===== config.mk =====
export PLATFORM = sky130hd
export DESIGN_NAME = clkcfg_boot_seq
export DESIGN_NICKNAME = d
export VERILOG_FILES = /design/src/rtl/clkcfg_boot_seq.sv
export SDC_FILE = /design/constraint.sdc
export NUM_CORES = 1
export LEC_CHECK = 0
export BUFFER_PORTS_ARGS = -buffer_cell sky130_fd_sc_hd__buf_2
export CAP_MARGIN = 5
export CORE_MARGIN = 1.5
export CORE_UTILIZATION = 60
export CTS_BUF_LIST = sky130_fd_sc_hd__clkbuf_4
export CTS_CLUSTER_SIZE = 14
export DETAILED_ROUTE_END_ITERATION = 8
export HOLD_SLACK_MARGIN = 0.03
export PLACE_DENSITY = 0.76
export SLEW_MARGIN = 15
export SYNTH_ARGS = -nofsm -noshare
export SYNTH_HDL_FRONTEND = slang
export SYNTH_SLANG_ARGS = --single-unit

===== constraint.sdc =====
create_clock -name clk -period 7.1 [get_ports clk]
set_input_delay 0.355 -clock clk [delete_from_list [all_inputs] [get_ports clk]]
set_output_delay 0.355 -clock clk [all_outputs]
set_load 0.1 [all_outputs]

===== src/rtl/clkcfg_boot_seq.sv =====
module clkcfg_boot_seq #(
  parameter int DELAY_CYCLES = 200000,
  parameter int EE_AW        = 14,
  parameter int SIG_ADDR     = 15000,
  parameter logic [7:0] SIG_B0 = 8'hA5,
  parameter logic [7:0] SIG_B1 = 8'hCD,
  parameter int RF_BASE      = 15002,
  parameter int SAMP_BASE    = 15130,
  parameter int PLL_BASE     = 15258,
  parameter int PLL_STRIDE   = 80,
  parameter int BUF_BYTES    = 16,
  parameter int PLL_BYTES    = 40,
  parameter int RAM_BYTES    = 128,
  parameter int DEF_PAIRS    = 3,
  parameter logic [7:0] DEF_SEED = 8'h3C
) (
  input  logic             clk,
  input  logic             rst_n,
  input  logic [2:0]       sw,
  output logic             ee_req,
  output logic [EE_AW-1:0] ee_addr,
  input  logic             ee_ack,
  input  logic [7:0]       ee_data,
  input  logic             ee_err,
  output logic             spi_req,
  output logic [2:0]       spi_sel,
  output logic [7:0]       spi_addr,
  output logic [7:0]       spi_data,
  input  logic             spi_ack,
  output logic             refmon_en,
  input  logic             refclk_ok,
  input  logic             pll_lock,
  output logic             cfg_done,
  output logic             cfg_err
);
  localparam int DW     = $clog2(DELAY_CYCLES + 1);
  localparam int RAM_AW = $clog2(RAM_BYTES);
  localparam int OFFW   = $clog2(PLL_BYTES + 1);

  typedef enum logic [3:0] {
    ST_WAIT, ST_FILL, ST_SIG0, ST_SIG1, ST_DECODE,
    ST_COPY, ST_WRITE, ST_REF, ST_LOCK, ST_DONE
  } state_t;

  state_t            state;
  logic [DW-1:0]     dly_cnt;
  logic [RAM_AW-1:0] fill_idx;
  logic [7:0]        mem [RAM_BYTES];
  logic              use_rom, mod_none, mod_pll, mod_buf;
  logic [1:0]        letter, region, dev;
  logic [OFFW-1:0]   boff, woff, reg_len, wr_len;
  logic [2:0]        kset, jset;
  int                ee_base;
  logic [RAM_AW-1:0] wr_ptr;
  logic [7:0]        cur_addr, cur_data;
  logic              mem_we;
  logic [RAM_AW-1:0] mem_wa;
  logic [7:0]        mem_wd;
  logic              cp_last, wr_last;

  function automatic logic [7:0] rom_byte(int k, int d, int b);
    int p;
    p = b / 2;
    if (p >= DEF_PAIRS) return 8'hFF;
    if (b % 2 == 0) return 8'(d * 64 + k * 8 + p);
    return DEF_SEED ^ 8'(k * 16 + d * 4 + p);
  endfunction

  assign mod_buf = !mod_none && !mod_pll;
  assign kset = mod_none ? 3'd0 : (mod_pll ? 3'd4 : 3'd1) + {1'b0, letter};
  assign jset = mod_none ? 3'd0 : 3'd1 + {1'b0, letter};
  assign reg_len = (region == 2'd2) ? OFFW'(PLL_BYTES) : OFFW'(BUF_BYTES);
  assign wr_len  = (dev == 2'd2) ? OFFW'(PLL_BYTES) : OFFW'(BUF_BYTES);
  assign cp_last = (boff == reg_len - OFFW'(1));
  assign wr_last = (woff + OFFW'(2) >= wr_len);

  always_comb begin
    case (region)
      2'd0:    ee_base = RF_BASE + BUF_BYTES * int'(kset);
      2'd1:    ee_base = SAMP_BASE + BUF_BYTES * int'(kset);
      default: ee_base = PLL_BASE + PLL_STRIDE * int'(jset);
    endcase
    case (state)
      ST_SIG0: ee_addr = EE_AW'(SIG_ADDR);
      ST_SIG1: ee_addr = EE_AW'(SIG_ADDR + 1);
      default: ee_addr = EE_AW'(ee_base + int'(boff));
    endcase
  end

  assign wr_ptr   = RAM_AW'(int'(dev) * BUF_BYTES + int'(woff));
  assign cur_addr = mem[wr_ptr];
  assign cur_data = mem[wr_ptr + RAM_AW'(1)];
  assign spi_sel  = spi_req ? (3'b001 << dev) : 3'b000;
  assign spi_addr = spi_req ? cur_addr : 8'h00;
  assign spi_data = spi_req ? cur_data : 8'h00;

  assign mem_we = (state == ST_FILL) ||
                  (state == ST_COPY && (use_rom || (ee_req && ee_ack && !ee_err)));
  assign mem_wa = (state == ST_FILL) ? fill_idx
                                     : RAM_AW'(int'(region) * BUF_BYTES + int'(boff));
  assign mem_wd = (state == ST_FILL) ? 8'hFF
                : use_rom ? rom_byte(int'(kset), int'(region), int'(boff)) : ee_data;

  always_ff @(posedge clk) begin
    if (mem_we) mem[mem_wa] <= mem_wd;
  end

  always_ff @(posedge clk or negedge rst_n) begin
    if (!rst_n) begin
      state     <= ST_WAIT;
      dly_cnt   <= '0;
      fill_idx  <= '0;
      use_rom   <= 1'b0;
      mod_none  <= 1'b0;
      mod_pll   <= 1'b0;
      letter    <= 2'd0;
      region    <= 2'd0;
      boff      <= '0;
      dev       <= 2'd0;
      woff      <= '0;
      ee_req    <= 1'b0;
      spi_req   <= 1'b0;
      refmon_en <= 1'b0;
      cfg_done  <= 1'b0;
      cfg_err   <= 1'b0;
    end else begin
      case (state)
        ST_WAIT:
          if (dly_cnt == DW'(DELAY_CYCLES - 1)) state <= ST_FILL;
          else dly_cnt <= dly_cnt + DW'(1);
        ST_FILL: begin
          fill_idx <= fill_idx + RAM_AW'(1);
          if (fill_idx == RAM_AW'(RAM_BYTES - 1)) state <= ST_SIG0;
        end
        ST_SIG0, ST_SIG1:
          if (!ee_req) ee_req <= 1'b1;
          else if (ee_ack) begin
            ee_req <= 1'b0;
            if (ee_err || ee_data != ((state == ST_SIG0) ? SIG_B0 : SIG_B1)) begin
              use_rom <= 1'b1;
              state   <= ST_DECODE;
            end else if (state == ST_SIG0) state <= ST_SIG1;
            else begin
              use_rom <= 1'b0;
              state   <= ST_DECODE;
            end
          end
        ST_DECODE: begin
          mod_none <= (sw[1:0] == 2'd3);
          mod_pll  <= (sw[1:0] != 2'd3) && !sw[2];
          letter   <= 2'd2 - sw[1:0];
          region   <= 2'd0;
          boff     <= '0;
          state    <= ST_COPY;
        end
        ST_COPY:
          if (!use_rom && !ee_req) ee_req <= 1'b1;
          else if (use_rom || ee_ack) begin
            ee_req <= 1'b0;
            if (!use_rom && ee_err) begin
              cfg_err <= 1'b1;
              use_rom <= 1'b1;
              region  <= 2'd0;
              boff    <= '0;
            end else if (!cp_last) boff <= boff + OFFW'(1);
            else begin
              boff <= '0;
              if (region == 2'd0) region <= 2'd1;
              else if (region == 2'd1 && !mod_buf) region <= 2'd2;
              else begin
                dev   <= 2'd0;
                woff  <= '0;
                state <= ST_WRITE;
              end
            end
          end
        ST_WRITE:
          if ((!spi_req && cur_addr == 8'hFF) || (spi_req && spi_ack && wr_last)) begin
            spi_req <= 1'b0;
            woff    <= '0;
            case (dev)
              2'd0: dev <= 2'd1;
              2'd1:
                if (mod_pll) begin
                  refmon_en <= 1'b1;
                  state     <= ST_REF;
                end else dev <= 2'd2;
              default: state <= mod_pll ? ST_LOCK : ST_DONE;
            endcase
          end else if (!spi_req) spi_req <= 1'b1;
          else if (spi_ack) begin
            spi_req <= 1'b0;
            woff    <= woff + OFFW'(2);
          end
        ST_REF:
          if (refclk_ok) begin
            dev   <= 2'd2;
            woff  <= '0;
            state <= ST_WRITE;
          end
        ST_LOCK:
          if (pll_lock) state <= ST_DONE;
        default: begin
          cfg_done  <= 1'b1;
          refmon_en <= 1'b0;
          ee_req    <= 1'b0;
          spi_req   <= 1'b0;
        end
      endcase
    end
  end
endmodule


# [Word level (Yosys, flattened, before mapping)]
# Memories as Yosys holds them, arrays and structs flattened.
# Index checks and enable logic that the tools add are counted.
[word_totals] word_cells=233 in_bits=18 register_bits=55 mem_count=1 mem_bits_rw=1024 output_inout_bits=38
[op_classes] n_bitwise=5 addsub=19 magnitude_cmp=2 mul=1 shift=1 n_reduce_logical=46 eq_ne=45 muxes=97
[memory_table] memory="mem" depth=128 width=8 rd=2 rd_clocked_by_memory_dff=0 write_ports=1 line="48" rtl="logic [7:0] mem [RAM_BYTES];"
[ops] operator="6-bit 2-to-1 mux" count=16
[ops] operator="8-bit 2-to-1 mux" count=8
[ops] operator="4-bit 2-to-1 mux" count=14
[ops] operator="14-bit one-hot mux with 2 select lines" count=2
[ops] operator="32-bit logical NOT" count=1
[ops] operator="4-bit one-hot mux with 8 select lines" count=1
[ops] operator="2-bit 2-to-1 mux" count=15
[ops] operator="14-bit by 7-bit adder with 14-bit output, first input constant" count=2
[ops] operator="2-bit inequality test, second input constant" count=14
[ops] operator="1-bit 2-to-1 mux" count=23
[ops] operator="18-bit by 1-bit adder with 18-bit output, second input constant" count=1
[ops] operator="18-bit equality test, second input constant" count=1
[ops] operator="3-bit 2-to-1 mux" count=6
[ops] operator="6-bit one-hot mux with 3 select lines" count=1
[ops] operator="8-bit by 5-bit adder with 8-bit output" count=2
[ops] operator="4-bit by 3-bit equality test with 1-bit output, second input constant" count=4
[ops] operator="16-bit AND reduction" count=1
[ops] operator="3-bit inequality test, second input constant" count=5
[ops] operator="14-bit by 10-bit adder with 14-bit output, first input constant" count=1
[ops] operator="14-bit by 7-bit adder with 14-bit output" count=1
[ops] operator="6-bit by 6-bit adder with 7-bit output" count=2
[ops] operator="7-bit by 1-bit adder with 7-bit output, second input constant" count=2
[ops] operator="7-bit 2-to-1 mux" count=2
[ops] operator="6-bit one-hot mux with 2 select lines" count=1
[ops] operator="51 further kinds" count=90

# [Depth between registers and ports, before layout]
# Gate-level depths: netlist of the first run.
[logic_depth] ltp_word=11 ltp_mapped=14 ltp_nobuf=14

# [Least setup slack after synthesis of the first run]
# No wires, ideal clock.
[synth_path] path_kind="reg2out" from="reg mod_pll" to="out ee_addr[5]" path_buffers=1 setup_slack_ns=2.329 arrival_time_ns=4.416 stages_incl_launch_ff=11 required_ns=6.745 path_cell_list="dfrtp_1 -> clkbuf_1 -> inv_1 -> ha_1 -> ha_1 -> nor2b_1 -> ha_1 -> mux2_2 -> ha_1 -> o21a_1 -> nor3_1"
[synth_via] elab_chain_cells=7 elab_cells_between_ends=8 cone_classes="4 x add/sub; 4 x mux"
[synth_rtl] element="start: declaration" line="49" rtl="logic use_rom, mod_none, mod_pll, mod_buf;"
[synth_rtl] element="start signal: assignment" line="150" rtl="mod_pll <= (sw[1:0] != 2'd3) && !sw[2];"
[synth_rtl] element="3-bit 2-to-1 mux (*)" line="70" rtl="assign kset = mod_none ? 3'd0 : (mod_pll ? 3'd4 : 3'd1) + {1'b0, letter};"
[synth_rtl] element="3-bit by 2-bit adder with 3-bit output (*)" line="70"
[synth_rtl] element="3-bit 2-to-1 mux (*)" line="70"
[synth_rtl] element="14-bit by 7-bit adder with 14-bit output (on tied branches)" line="80, 79"
[synth_rtl] element="14-bit one-hot mux with 2 select lines (*)" line="78" rtl="case (region)"
[synth_rtl] element="14-bit by 7-bit adder with 14-bit output (*)" line="86" rtl="default: ee_addr = EE_AW'(ee_base + int'(boff));"
[synth_rtl] element="14-bit one-hot mux with 2 select lines (*)" line="83" rtl="case (state)"
[synth_rtl] element="end: declaration" line="21" rtl="output logic [EE_AW-1:0] ee_addr,"
# Every way passes the cells marked *; elsewhere a longest branch is shown, timed or not.

# [Final worst setup path of the first run]
[layout_path] from="reg woff[1]" to="out spi_data[3]"
[layout_via] elab_chain_cells=4
[layout_rtl] element="start: declaration" line="51" rtl="logic [OFFW-1:0] boff, woff, reg_len, wr_len;"
[layout_rtl] element="start signal: assignment" line="193" rtl="woff <= woff + OFFW'(2);"
[layout_rtl] element="6-bit by 6-bit adder with 7-bit output" line="90" rtl="assign wr_ptr = RAM_AW'(int'(dev) * BUF_BYTES + int'(woff));"
[layout_rtl] element="7-bit by 1-bit adder with 7-bit output" line="92" rtl="assign cur_data = mem[wr_ptr + RAM_AW'(1)];"
[layout_rtl] element="memory read 128 x 8 bit"
[layout_rtl] element="8-bit 2-to-1 mux" line="95" rtl="assign spi_data = spi_req ? cur_data : 8'h00;"
[layout_rtl] element="end: declaration" line="28" rtl="output logic [7:0] spi_data,"
# No other way between the ends.

==> summary.md, run 1 <==
| Metric | Value |
|---|---|
| Share of the synthesized area in the top cell type | 69.6% |
| Syn nets | 2394 |
| Crit path launch | woff[1] |
| P per Cell Area | 244 mW/mm^2 |
| Max Freq | 0.180 GHz |
| Hold Slack | 0.156 ns |
| Vias in the first global route | 25000 |
| Initial Util | 60.5% |
| First-pass GRT wire length | 152000 um |
| Area of the multi-input gates | 0.0114 sq mm |
| Longest Clk Path Bufs | 4 |
| Maximum vdd drop | 0.197 mV |
| Via count | 23900 |
| Synth cell types | 68 |
| LEAKAGE | 15.1 nW |
| Vias per std cell | 6.44 |
| Kind of critical path | reg2out |
| Worst r2r src | dev[0] |
| Cells after synthesis | 2343 |
| Worst reg2reg path endpoint | state[3] |
| Die span in y | 274 um |
| Slew at the pin with the worst max-slew slack | 1.19 ns |
| Core ar. | 0.0730 sq mm |
| Reg power frac | 57.8% |
| Slowest-stage cell, CP | dfrtp_4 |
| Net Sw Frac | 20.4% |
| Largest net degree at the start of global routing | 138 |
| R2R setup slack | 2.06 ns |
| DRC | 0 |
| Final Util | 66.7% |
| Max Cap Viol | 0 |
| Crit share post-route | 78.2% |
| Final Instance Area | 0.0486 sq mm |
| Ys async rst share | 5.01% |
| Drt wl/cell | 27.1 um |
| Top FF cell, synth | edfxtp_1 |
| Row count | 99 |
| CP Buf/Inv Count | 3 |
| Comb power frac | 0.6% |
| Min-delay worst type | in2reg |
| Slew HR | 20.7% |
| Clock sink count | 1078 |
| Main area contributors after synthesis | edfxtp_1 70%, mux4_2 13%, dfrtp_1 3.1% |
| Final Hold Vio Count | 0 |
| CP peak stage delay | 0.87 ns |
| Status | completed |
| GP Congestion | 0.870 |
| Clk slew on worst S/H paths | 0.08 ns |
| Worst Path Max Fanout | 69 |
| Worst Min Path Start | sw[0] |
| Min Tclk post-route | 5.55 ns |
| I/O Buffers | 55 |
| Area growth syn-to-layout | 10.1% |
| Hold Path Sink | letter[1] |
| Yosys Warn Count | 0 |
| Remaining Overflow, GRT | 0 |
| Hold path depth | 4 |
| Most frequent CP cell | mux4_2 |
| DRT Pass-1 Iters | 5 |
| Share of cells above drive strength 1 | 27.6% |
| Total GRT Usage | 27.7% |
| CTS HTree Levels | 5 |
| Detailed Route WL | 101000 um |
| Root Buffer | clkbuf_4 |
| Register bit count reported by yosys | 1078 |
| Fillcell total | 4666 |
| Antenna violations before repair | 5 |
| Clk pwr share | 41.5% |
| CTS buffer count | 278 |
| # IOs | 56 |
| Synth area leader | edfxtp_1 |
| Final Max Slew Viols | 0 |
| WP data required | 6.74 ns |
| DP Area | 0.0453 sq mm |
| Final setup vio count | 0 |
| Sequential area share after synthesis | 72.7% |
| Dpl hpwl | 59700 um |
| Syn Std Cell Area | 0.0442 sq mm |
| Overall Power | 11.8 mW |
| Mean post-synth cell area | 18.8 sq um |
| Worst r2r path cells | 12 |
| CP startpoint kind | flip-flop |
| Layout Nets | 2653 |
| Final setup TNS | 0 ns |
| Post-CTS setup buffers | 0 |
| EDFF count, synth | 1024 |
| Clk_lat worst skew | 1.10 ns |
| Horiz. Die Dim | 274 um |
| Top Family by Delay on Critical Path | multiplexers |
| Crit path DAT | 5.19 ns |
| Internal power | 9.43 mW |
| FF+latch area | 0.0321 sq mm |
| RSZ-0062 raised after global routing | no |
| CTS tree | yes |
| Psw | 2.42 mW |
| Die area | 0.0752 sq mm |
| ANT nets after route | 0 |
| Max Clock Skew | 0.0763 ns |
| 1st-iter DRT viols | 2631 |
| Crit-path cells | buf_12 -> buf_12 -> mux4_2 -> mux4_2 -> mux4_2 -> and2_1 -> buf_2 |
| Worst setup EP type | output pin |
==> state kept, by name (all words and copies together), names as in the netlist, 2 cells and up <==
signal,flops
region,2
dly_cnt,18
state,4
dev,2
mem,1024
letter,2
woff,5
boff,6
fill_idx,7
==> per-layer routing <==
layer / track usage [%] / wire length [um] / vias up
met5: 0.770 / 96 / -
met2: 43.1 / 48900 / 1458
met1: 37.9 / 38000 / 12100
li1: - / - / 10100
met4: 11.2 / 3210 / 4
met3: 7.22 / 10400 / 193
==> what timing repair did <==
item	in CTS	in global routing
gates resized for setup	0	0
endpoints found under the hold margin	92	0
hold buffers	18	0
==> worst reg2reg max path, stage by stage (launching register included) <==
cell and delay [ns]:
dfrtp_1 0.44, ha_1 0.22, inv_1 0.07, fa_2 0.50, buf_4 0.35, nor2_1 0.94
nand3_1 0.31, o2111ai_1 0.30, a222oi_1 0.17, a31oi_2 0.66, nor2_1 0.13, a41o_1 0.27
dlygate4sd3_1 0.56
==> cell usage after synthesis (6+ instances only) <==
cell type and count:
and2_1 14, nand3b_1 13, ha_1 29, and3_1 6
edfxtp_1 1024, nand3_1 44, o2111ai_1 9, nand2b_1 22
nor2b_1 24, nor4_1 7, nor2_1 183, a31oi_1 7
buf_6 14, dfrtp_1 54, a21oi_1 35, nand2_1 141
nor3_1 16, mux2i_1 71, xor2_1 15, mux2_2 18
nand4_1 15, o22ai_1 11, o21ai_0 39, a22oi_1 16
a211oi_1 10, buf_4 9, a22o_1 10, mux4_1 14
mux4_2 246, clkbuf_1 64, buf_2 25, xnor2_1 33
buf_1 8, inv_1 16
==> worst max path at each step <==
stage                  end  slack [ns]  cells after the start
6_report       spi_data[3]        1.55                      7
5_1_grt        spi_data[3]        1.22                      7
4_1_cts        spi_data[3]        1.36                      7
3_5_place_dp      state[2]        2.53                     11
3_3_place_gp      state[1]        2.59                     11
2_1_floorplan   ee_addr[5]        2.33                     10
==> metrics by stage <==
step | setup WS [ns] | cells
CTS | 1.36 | 3713
detailed placement | 2.53 | 3263
finish | 1.55 | 3714
global route | 1.22 | 3714
global placement | 2.59 | 3263
floorplan | 2.33 | 2343
==> cell type report <==
type | instances | area share, %
flip-flops and latches | 1078 | 66.0
clock buffers | 373 | 5.76
clock inverters | 59 | 0.687
multi-input cells | 1125 | 23.4
repair buffers | 102 | 1.49
inverters | 17 | 0.131
diodes | 1 | 0.00515
well taps | 959 | 2.47
==> power by group through the flow <==
stage	Combinational, mW	Clock, mW	Sequential (mW)
5_1_grt	0.0790	5.33	6.85
2_1_floorplan	0.0445	0	6.99
4_1_cts	0.0723	5.01	6.85
3_3_place_gp	0.0642	0	6.99
3_5_place_dp	0.0661	0	6.99
6_report	0.0724	4.92	6.85
==> layout by cell type (no fill, tap or decap), drive strengths merged, types with 33 or more instances in the layout <==
cell and instances:
a21oi 35, buf 84, clkbuf 373, clkinv 50, dfrtp 54, edfxtp 1024, mux2i 71, mux4 260
nand2 141, nand3 44, nor2 183, o21ai 41, xnor2 33
==> logic make-up (layout without fill, tap and decap cells) <==
kind of cell | count (synthesis) | count (layout) | synth area share, %
buffers and inverters | 140 | 551 | 1.66
and+or+nand+nor | 506 | 506 | 5.27
AOI/OAI and AO/OA | 187 | 187 | 2.90
DFF | 1078 | 1078 | 72.7
other | 0 | 1 | 0
xor gates and xnor gates | 48 | 48 | 0.952
adders and majority gates | 33 | 33 | 1.00
muxes | 351 | 351 | 15.5
Power figures use the tool's default switching activity.
==> run 2, diff against run 1 <==
- CORE_UTILIZATION: 60 -> 59
- PLACE_DENSITY: 0.76 -> 0.78
- clock period: 7.1 -> 5 ns (I/O delays scaled with it)
==> run 2 against run 1 <==
Effect of this change:
- sequential share of layout area is 0.55 points lower
- global-route usage is 0.70 points lower
- cell count is 1.4% higher
- worst setup slack worse by 1.4 ns
- sequential cell count stayed put
- clock-buffer cell count is 10 higher
- power is 41% higher
- largest cell class unchanged
==> summary.md, run 2 (synthesis gave the netlist of run 1 again) <==
| Metric | Value |
|---|---|
| Top Registers | mem: 1024 flops, dly_cnt: 18 flops, fill_idx: 7 flops |
| Worst Min Path Start | ee_data[3] |
| Layer with the highest usage | met2 |
| Max Clock Skew | 0.0571 ns |
| Final setup vio count | 0 |
| Layout Nets | 2688 |
| Root Buffer | clkbuf_4 |
| Horiz. Die Dim | 277 um |
| Hold path depth | 3 |
| Largest register FFs | 1024 |
| LEAKAGE | 15.4 nW |
| Clock sink count | 1078 |
| Crit path DAT | 4.57 ns |
| Detailed Route WL | 101000 um |
| Status | completed |
| Dpl hpwl | 61600 um |
| Area growth syn-to-layout | 11.0% |
| CTS buffer count | 275 |
| CTS HTree Levels | 5 |
| Total GRT Usage | 27.0% |
| Max Cap Viol | 0 |
| Row count | 100 |
| Hold Path Sink | mem[93][3] |
| Vias per std cell | 6.43 |
| Worst r2r path cells | 12 |
| Final setup TNS | 0 ns |
| GP Congestion | 0.962 |
| Worst Path Max Fanout | 56 |
| Clk_lat worst skew | 1.09 ns |
| Hold Slack | 0.143 ns |
| Die area | 0.0765 sq mm |
| R2R setup slack | 0.34 ns |
| Vias in the first global route | 25100 |
| Worst setup EP type | output pin |
| Remaining Overflow, GRT | 0 |
| RSZ-0062 raised after global routing | no |
| First-pass GRT wire length | 153000 um |
| Max Freq | 0.207 GHz |
| CTS tree | yes |
| Routing usage on met3 | 6.94% |
| Slew at the pin with the worst max-slew slack | 1.10 ns |
| Final Hold Vio Count | 0 |
| Commonest non-fill, non-tap cell in the layout | edfxtp_1 |
| 1st-iter DRT viols | 2537 |
| P per Cell Area | 340 mW/mm^2 |
| Slew HR | 26.8% |
| DRC | 0 |
| Final Max Slew Viols | 0 |
| I/O Buffers | 55 |
| # IOs | 56 |
| Drt wl/cell | 26.9 um |
| Longest Clk Path Bufs | 4 |
| WP data required | 4.75 ns |
| Min Tclk post-route | 4.82 ns |
| Initial Util | 59.4% |
| Via count | 24200 |
| CP startpoint kind | flip-flop |
| Crit share post-route | 96.4% |
| Largest net degree at the start of global routing | 82 |
| Min-delay worst type | in2reg |
| Maximum vdd drop | 0.237 mV |
| Highest-count cells in the layout ignoring fill and taps | 1024 x edfxtp_1, 385 x clkbuf_4, 246 x mux4_2 |
| Fillcell total | 4832 |
| Register bank with the most flops | mem |
| Die span in y | 277 um |
| Core ar. | 0.0743 sq mm |
| DRT Pass-1 Iters | 6 |
| Met2 usage | 41.8% |
| Kind of critical path | reg2out |
| Worst r2r src | woff[4] |
| ANT nets after route | 0 |
| GR met1 Demand/Resource | 37.7% |
| Share of cells above drive strength 1 | 28.7% |
| Worst reg2reg path endpoint | state[3] |
| Antenna violations before repair | 3 |
| Clk slew on worst S/H paths | 0.07 ns |
## run 2: changes by cell type in the layout (fill, tap and decap cells not counted), moves of 4 or more
cell,delta
clkinv_1,-4
clkinv_2,-4
buf_4,+24
buf_12,+10
clkbuf_4,+12
## run 2: final cells by class
class                           instances  area, sq um  area share [%]
Antenna cell                            4         10.0          0.0204
Clock buffer                          383         2880            5.86
Clock inverter                         49          213           0.434
Inverter                               17         63.8           0.130
Multi-Input combinational cell       1125        11400            23.2
Sequential cell                      1078        32100            65.5
Tap cell                              969         1210            2.47
Timing Repair Buffer                  140         1160            2.36
## run 2: how the worst max path moves through the flow
stage	from	end	slack [ns]
after floorplan	mod_pll	ee_addr[5]	0.33
after global placement	dev[0]	state[1]	1.03
after detailed placement	dev[0]	state[1]	0.91
after CTS	mod_pll	ee_addr[10]	0.02
after global routing	mod_pll	ee_addr[9]	0.03
final	woff[2]	spi_data[6]	0.18
## run 2: what timing repair did
item	4_1_cts	5_1_grt
setup buffers	2	1
endpoints found under the hold margin	109	0
hold buffers	21	0
pin swaps	0	1
setup endpoints to repair	9	7
resized for setup	1	4
## run 2: report_power, final
part	internal, mW	switching [mW]
combinational	0.0367	0.0695
sequential	9.73	0.00231
clock	3.55	3.29
total	13.3	3.36
## run 2: critical path, cell delays in order, from the launching register on
cell and delay, ns:
dfrtp_4 0.85, buf_12 0.33, buf_12 0.34, mux4_2 0.40, mux4_2 0.53, mux4_2 0.50, and2_1 0.18, buf_2 0.29
## run 2: through the flow
stage	power, mW	setup WS, ns	util, %	instances	instance area [sq um]
finish	16.7	0.181	66.0	3765	49000
global route	17.2	0.0273	66.0	3765	49000
CTS	16.8	0.0239	65.9	3760	49000
detailed placement	10.0	0.913	61.4	3305	45700
global placement	10.0	1.03	61.4	3305	45700
floorplan	9.99	0.334	-	2343	44200
## run 2: per-layer routing
metal	part of all wire, %	vias to the layer above
met1	38	12300
met2	48	1513
met4	2.8	0
met3	11	192
met5	0	-
li1	-	10200
==> run 3, diff against run 2 <==
- CORE_MARGIN: 1.5 -> 4
- RECOVER_POWER: default -> 100
==> run 3 against run 2 <==
Effect of this change:
- the run now ends with capacitance limit, slew limit left
- clock power increased by 3.7%
- cell count increased by 0.72%
- sequential share of layout area hardly changed
- worst setup slack better by 0.054 ns
- fmax grew 1.1%
- largest cell class unchanged
- critical path depth down 1
- wire length is 1.1% higher
==> summary.md, run 3 (synthesis gave the netlist of run 1 again) <==
| Metric | Value |
|---|---|
| Total GRT Usage | 26.3% |
| Longest Clk Path Bufs | 4 |
| Fillcell total | 4831 |
| Max Clock Skew | 0.0783 ns |
| Failing checks | capacitance limit, slew limit |
| Crit path DAT | 4.52 ns |
| Core ar. | 0.0743 sq mm |
| Area growth syn-to-layout | 11.1% |
| Worst setup EP type | output pin |
| Min Tclk post-route | 4.77 ns |
| Slew at the pin with the worst max-slew slack | 2.99 ns |
| Drt wl/cell | 27.0 um |
| RSZ-0062 raised after global routing | no |
| Final setup TNS | 0 ns |
| Crit share post-route | 95.3% |
| Register bank with the most flops | mem |
| Clock sink count | 1078 |
| Clk_lat worst skew | 1.09 ns |
| CTS buffer count | 275 |
| Area of the multi-input gates | 0.0114 sq mm |
| Root Buffer | clkbuf_4 |
| Place WS | 0.811 ns |
| Worst Path Max Fanout | 32 |
| # IOs | 56 |
| Vias per std cell | 6.49 |
| 1st-iter DRT viols | 3137 |
| Final setup vio count | 0 |
| Slew HR | -99.6% |
| Antenna violations before repair | 1 |
| Vias in the first global route | 25200 |
| Largest register FFs | 1024 |
| P per Cell Area | 345 mW/mm^2 |
| Highest-count cells in the layout ignoring fill and taps | 1024 x edfxtp_1, 378 x clkbuf_4, 246 x mux4_2 |
| First-pass GRT wire length | 155000 um |
| Hold Slack | 0.204 ns |
| Final Hold Vio Count | 0 |
| Layout Nets | 2704 |
| Largest net degree at the start of global routing | 129 |
| Maximum vdd drop | 0.222 mV |
| ANT nets after route | 0 |
| LEAKAGE | 15.3 nW |
| Horiz. Die Dim | 282 um |
| Via count | 24600 |
| Commonest non-fill, non-tap cell in the layout | edfxtp_1 |
| Max Cap Viol | 8 |
| CTS tree | yes |
| Die span in y | 282 um |
| CTS HTree Levels | 5 |
| DRC | 0 |
| Dpl hpwl | 62200 um |
| WP data required | 4.75 ns |
| FF+latch area | 0.0321 sq mm |
| Initial Util | 59.4% |
| I/O Buffers | 55 |
| Kind of critical path | reg2out |
| Min-delay worst type | in2reg |
| Top Registers | mem: 1024 flops, dly_cnt: 18 flops, fill_idx: 7 flops |
| Final worst slack | 0.234 ns |
| Final Max Slew Viols | 494 |
| Share of cells above drive strength 1 | 27.3% |
| Remaining Overflow, GRT | 0 |
| Die area | 0.0793 sq mm |
| Max Freq | 0.210 GHz |
| Clk slew on worst S/H paths | 0.07 ns |
| Status | complete, but fails checks |
| DRT Pass-1 Iters | 7 |
| CP startpoint kind | flip-flop |
| Detailed Route WL | 102000 um |
| GP Congestion | 0.933 |
| Row count | 100 |
-- run 3: cell type report --
class | count | share of cell area [%]
clock inverters | 73 | 0.898
repair buffers | 156 | 2.20
inverters | 17 | 0.130
flip-flops and latches | 1078 | 65.5
multi-input cells | 1125 | 23.1
well taps | 969 | 2.47
diodes | 1 | 0.00510
clock buffers | 373 | 5.71
-- run 3: stage by stage --
stage               util, %  instances  cell area, sq um  power [mW]
global placement       61.6       3322             45800        10.0
detailed placement     61.6       3322             45800        10.0
global route           66.0       3792             49100        17.6
floorplan                 -       2343             44200        9.99
CTS                    66.2       3788             49200        17.0
finish                 66.0       3792             49100        16.9
-- run 3: worst max-delay path, cell delays in order, from the launching register on --
cell and delay, ns:
dfrtp_4 0.68, inv_1 0.80, mux2i_1 0.33, a32o_1 0.28, or4_1 0.49, a21oi_1 0.30, clkbuf_2 0.52
-- run 3: power by group --
part	leakage, nW	switching, mW	internal [mW]
Sequential	9.63	0.00289	9.73
Clock	1.93	3.33	3.75
Combinational	3.70	0.0680	0.0358
-- run 3: metal layers --
layer  GRT usage (%)  part of all wire, %  vias to the layer above  wire [um]
met5               0                    0                        -          0
met4            10.2                  3.4                        0       3500
met3            7.30                   12                      247      11800
met2            39.8                   47                     1667      48200
met1            37.4                   38                    12500      38800
li1                -                    -                    10200          -
-- run 3: path summary, 6_finish.rpt --
kind / startpoint / to / slack [ns] / cells past startpoint
worst max-delay path: woff[3] / spi_addr[0] / 0.23 / 6
worst min-delay path: ee_data[4] / use_rom / 0.20 / 4
worst max register to register: mod_pll / mem[58][5] / 0.28 / 11
worst min register to register: dly_cnt[5] / dly_cnt[5] / 0.48 / 1
max in group asynchronous: rst_n / woff[1] / 1.55 / 4
min in group asynchronous: rst_n / dly_cnt[8] / 1.33 / 4
-- run 3: timing repair --
action	CTS	global route
endpoints found under the setup margin	11	7
setup buffers	1	3
hold buffers	19	0
resized for setup	1	5
hold endpoints to repair	77	0
pin swaps	0	1
